--- src/rtl/hbi_pkg.sv ---
package hbi_pkg;
  typedef struct packed {
    logic cs_n;
    logic rd_n;
    logic wr_n;
    logic cal_n;
  } strobe_t;

  localparam int STROBE_W = $bits(strobe_t);
endpackage

--- src/rtl/hbi_sync.sv ---
module hbi_sync #(
  parameter int WIDTH = 4,
  parameter int STAGES = 2,
  parameter logic [WIDTH-1:0] RST_VAL = '1
) (
  input  logic             clk,
  input  logic             rst_n,
  input  logic [WIDTH-1:0] din,
  output logic [WIDTH-1:0] dout
);
  logic [WIDTH-1:0] stage [STAGES];

  always_ff @(posedge clk or negedge rst_n) begin
    if (!rst_n) stage[0] <= RST_VAL;
    else        stage[0] <= din;
  end

  for (genvar g = 1; g < STAGES; g++) begin : g_stage
    always_ff @(posedge clk or negedge rst_n) begin
      if (!rst_n) stage[g] <= RST_VAL;
      else        stage[g] <= stage[g-1];
    end
  end

  assign dout = stage[STAGES-1];
endmodule

--- src/rtl/hbi_strobe.sv ---
module hbi_strobe
  import hbi_pkg::*;
(
  input  logic    clk,
  input  logic    rst_n,
  input  strobe_t strb,
  output logic    conv_req,
  output logic    cal_req,
  output logic    rd_active
);
  strobe_t prev;

  always_ff @(posedge clk or negedge rst_n) begin
    if (!rst_n) prev <= '1;
    else        prev <= strb;
  end

  logic selected;
  logic bus_quiet;
  assign selected  = !strb.cs_n;
  assign bus_quiet = strb.cs_n && strb.rd_n && strb.wr_n;

  assign conv_req  = selected && strb.wr_n && !prev.wr_n;
  assign cal_req   = bus_quiet && prev.cal_n && !strb.cal_n;
  assign rd_active = selected && !strb.rd_n;
endmodule

--- src/rtl/hbi_result.sv ---
module hbi_result #(
  parameter int DATA_W = 13
) (
  input  logic              clk,
  input  logic              rst_n,
  input  logic              beat,
  input  logic [DATA_W-1:0] word,
  input  logic              rd_active,
  input  logic              conv_req,
  input  logic              cal_req,
  output logic              oe,
  output logic [DATA_W-1:0] dout,
  output logic              irq_n
);
  logic [DATA_W-1:0] held;
  logic              clear;

  assign clear = rd_active || conv_req || cal_req;

  always_ff @(posedge clk or negedge rst_n) begin
    if (!rst_n)    held <= '0;
    else if (beat) held <= word;
  end

  always_ff @(posedge clk or negedge rst_n) begin
    if (!rst_n)     irq_n <= 1'b1;
    else if (clear) irq_n <= 1'b1;
    else if (beat)  irq_n <= 1'b0;
  end

  assign oe   = rd_active;
  assign dout = rd_active ? held : '0;
endmodule

--- src/rtl/hbi_top.sv ---
module hbi_top
  import hbi_pkg::*;
#(
  parameter int DATA_W = 13,
  parameter int SYNC_STAGES = 2
) (
  input  logic              clk,
  input  logic              rst_n,
  input  logic              cs_n,
  input  logic              rd_n,
  input  logic              wr_n,
  input  logic              cal_n,
  output logic              conv_start,
  output logic              cal_start,
  input  logic              res_valid,
  output logic              res_ready,
  input  logic [DATA_W-1:0] res_data,
  output logic              bus_oe,
  output logic [DATA_W-1:0] bus_data,
  output logic              int_n
);
  strobe_t raw;
  strobe_t synced;
  logic    rd_active;
  logic    beat;

  assign raw = '{cs_n: cs_n, rd_n: rd_n, wr_n: wr_n, cal_n: cal_n};

  hbi_sync #(
    .WIDTH(STROBE_W), .STAGES(SYNC_STAGES), .RST_VAL({STROBE_W{1'b1}})
  ) u_sync (
    .clk(clk), .rst_n(rst_n), .din(raw), .dout(synced)
  );

  hbi_strobe u_strobe (
    .clk(clk), .rst_n(rst_n), .strb(synced),
    .conv_req(conv_start), .cal_req(cal_start), .rd_active(rd_active)
  );

  assign res_ready = 1'b1;
  assign beat      = res_valid && res_ready;

  hbi_result #(.DATA_W(DATA_W)) u_result (
    .clk(clk), .rst_n(rst_n), .beat(beat), .word(res_data),
    .rd_active(rd_active), .conv_req(conv_start), .cal_req(cal_start),
    .oe(bus_oe), .dout(bus_data), .irq_n(int_n)
  );
endmodule

--- config.mk ---
export PLATFORM = sky130hd
export DESIGN_NAME = hbi_top
export DESIGN_NICKNAME = d
export VERILOG_FILES = /design/src/rtl/hbi_pkg.sv /design/src/rtl/hbi_sync.sv /design/src/rtl/hbi_strobe.sv /design/src/rtl/hbi_result.sv /design/src/rtl/hbi_top.sv
export SDC_FILE = /design/constraint.sdc
export NUM_CORES = 1
export LEC_CHECK = 0
export CAP_MARGIN = 40
export CORE_AREA = 2 2 52 54
export CTS_CLUSTER_DIAMETER = 40
export CTS_CLUSTER_SIZE = 14
export DETAILED_ROUTE_END_ITERATION = 10
export DIE_AREA = 0 0 54 56
export PLACE_DENSITY = 0.73
export SYNTH_ARGS = -nofsm -noshare
export SYNTH_HDL_FRONTEND = slang
export SYNTH_HIERARCHICAL = 1
export SYNTH_SLANG_ARGS = --single-unit
export TNS_END_PERCENT = 1
--- constraint.sdc ---
create_clock -name clk -period 1.5 [get_ports clk]
set_input_delay 0.15 -clock clk [delete_from_list [all_inputs] [get_ports clk]]
set_output_delay 0.15 -clock clk [all_outputs]
set_load 0.02 [all_outputs]
==> flow_summary_export.csv <==
group,metric,value,unit
hold_path,holdCritPathClass,"primary input to async pin",
timing,setup_viol,3,
power_and_ir_drop,p_sw,0.000306,W
timing,hold_viol,0,
detailed_routing,first_iter_violations,2,
floorplanning,die_y,56,um
power_and_ir_drop,vdd_drop_max,0.519,mV
floorplanning,ioPinCount,38,
power_and_ir_drop,pwr-share-clk,0.290,
cts,cts_buffers,3,
cts,cts_tree,"yes",
placement,place_ws,-476,ps
synthesis,synth_compound_area_frac,0.00529,
synthesis,synthCells,67,
global_routing,grt_max_degree,25,
timing,rsz0062_at_grt,"yes",
detailed_routing,dr.pass1.iters,2,
synthesis,ys_seq_area_frac,0.649,
finish,antenna_cells,0,
cts,postCtsHoldBufs,0,
worst_setup_path,critPathMaxFanout,3,
synthesis,netlist.area_leader.share,0.344,
worst_setup_path,required,1350,ps
global_routing,grt_pass1_wl,3040,um
cts,cts_max_level,1,
timing,max_freq,0.659,GHz
global_routing,grt_usage,0.144,
synthesis,synth_top_family_by_area,"multiplexers",
power_and_ir_drop,static-leakage-power,0.604,nW
finish,drive_above_1_share,0.519,
synthesis,ys_seq_elements,24,
synthesis,syn_nets,87,
floorplanning,start_util,0.389,
cts,clkTransAtPathRegs,130,ps
placement,gp_congestion,0.614,
detailed_routing,wire_per_inst,14.1,um
finish,final_net_count,127,
cts,max-clock-path-buffers,2,
worst_setup_path,worstSetupStartpointType,"flop",
timing,min_period,1520,ps
timing,fin_crit_sh,1.01,
global_routing,gr-total-overflow,0,
power_and_ir_drop,powerDensity,988,nW/um^2
cts,clk_latency,310,ps
global_routing,antenna_found_initial,0,
finish,final_common_cell,"clkdlybuf4s50_1",
finish,layout_common_cells,"19 x clkdlybuf4s50_1, 13 x mux2_2, 13 x dfrtp_1",
synthesis,yosysWarnings,6,
detailed_routing,vias,614,
synthesis,yosys.area_share.simple,0.119,
power_and_ir_drop,p_seq_frac,0.547,
outcome,violations,"setup timing",
power_and_ir_drop,p_total,0.00135,W
floorplanning,core,2430,um^2
timing,fin_ws,-18.5,ps
worst_setup_path,cp-end-kind,"output port",
synthesis,synth_fa_ha_area_frac,0,
worst_setup_path,critPathArrivalTime,1370,ps
synthesis,synthXorXnorAreaFrac,0,
synthesis,synth_mux_area_frac,0.155,
synthesis,yosysTopAreaCell,"dfrtp_1",
synthesis,synth.area.top_cells,"dfrtp_1 34%, dfstp_2 31%, mux2_2 15%",
global_routing,grt_pass1_vias,637,
detailed_routing,drt_wl_total,1920,um
placement,dp.final_hpwl,1340,um
power_and_ir_drop,internal_power,0.00104,W
power_and_ir_drop,combPwrFrac,0.163,
synthesis,avgSynthCellArea,14.1,um^2
timing,drv_slew,0,
detailed_routing,viasPerCell,4.51,
cts,cts_root_buf,"clkbuf_4",
worst_setup_path,critPathKind,"flop to output port",
synthesis,ys_types,15,
placement,portBuffers,36,
finish,fill_cells,212,
placement,dp_cells,129,
detailed_routing,route.detailed.drc,0,
detailed_routing,drt.antenna.violating_nets,0,
finish,syn_to_final_growth,44.0,%
finish,stdcell_count,136,
floorplanning,die-area,3020,um^2
outcome,status,"finished with violations",
finish,fin_util,0.560,
power_and_ir_drop,switching_share,0.227,
synthesis,syn_area,946,um^2
timing,skew,6.97,ps
cts,cts.sinks,24,
job,cap_violations,0,
floorplanning,num_rows,18,
floorplanning,die_width,54,um
-- what timing repair did --
| action | CTS | global route |
|---|---|---|
| buffers inserted | 0 | 2 |
| pin swaps | 1 | 0 |
| endpoints found under the setup margin | 17 | 14 |
| gates resized for setup | 67 | 17 |
| cloned | 1 | 0 |
-- flip-flops by register name (all words and copies together) (netlist names) --
| signal | count |
|---|---|
| u_strobe/prev | 2 |
| u_result/irq_n | 1 |
| u_sync/dout | 4 |
| u_result/held | 13 |
| u_sync/stage | 4 |
-- cells in the mapped netlist --
master and number:
and2_1 13, buf_4 6, buf_6 1, clkbuf_1 1, conb_1 1, dfrtp_1 13
dfstp_2 11, inv_1 1, mux2_2 13, nand2_1 1, nand3b_1 1, nor2_1 2
nor3_1 1, nor3b_1 1, o21ai_0 1
-- layer usage --
metal	global-route usage	vias up	part of all wire
li1	-	288	-
met1	0.177	294	0.39
met2	0.237	28	0.52
met3	0.0108	4	0.077
met4	0.0857	0	0.020
met5	0	-	0
-- logic make-up after synthesis --
| kind of cell | count (synthesis) |
|---|---|
| AOI/OAI and AO/OA | 1 |
| and+or+nand+nor | 19 |
| buffers and inverters | 9 |
| other | 1 |
| DFF | 24 |
| muxes | 13 |
-- through the flow --
step	hold WS (ps)	TNS [ps]	instance area, um^2
6_report	176	-33.9	1360
5_1_grt	179	-773	1360
4_1_cts	177	-157	1320
3_5_place_dp	347	-6310	1310
2_1_floorplan	-146	0	946
3_3_place_gp	346	-5790	1310
-- area by class of cell --
class | instances | area, um^2 | share of cell area
Sequential cell | 24 | 614 | 0.451
Inverter | 1 | 3.75 | 0.00275
Clock buffer | 4 | 47.5 | 0.0349
Multi-Input combinational cell | 35 | 297 | 0.218
Timing Repair Buffer | 42 | 363 | 0.266
Tap cell | 30 | 37.5 | 0.0275
-- worst max-delay path, stage by stage, from the launching register on --
cell and delay (ps):
dfstp_2 570, buf_4 120, nand3b_1 90, nor2_2 120, buf_4 150
-- power by group through the flow --
stage               sequential, W  combinational, W  clock, W
floorplan                0.000741          0.000107         0
global placement         0.000742          0.000218         0
detailed placement       0.000746          0.000224         0
CTS                      0.000738          0.000206  0.000410
global route             0.000743          0.000239  0.000434
finish                   0.000736          0.000220  0.000390
-- final timing paths --
kind                                 start           endpoint  slack (ps)  cells past startpoint
max in group asynchronous            rst_n     u_sync/dout[1]        1040                      2
setup / recovery            u_sync/dout[3]          cal_start         -20                      4
hold / removal                       rst_n  u_result/held[12]         180                      2
hold reg to reg            u_sync/stage[4]     u_sync/dout[0]         360                      0
min in group clk                     cal_n    u_sync/stage[4]         220                      1
setup reg to reg            u_sync/dout[3]     u_result/irq_n         330                      5
Note: power is estimated with default switching activity, not from simulation.
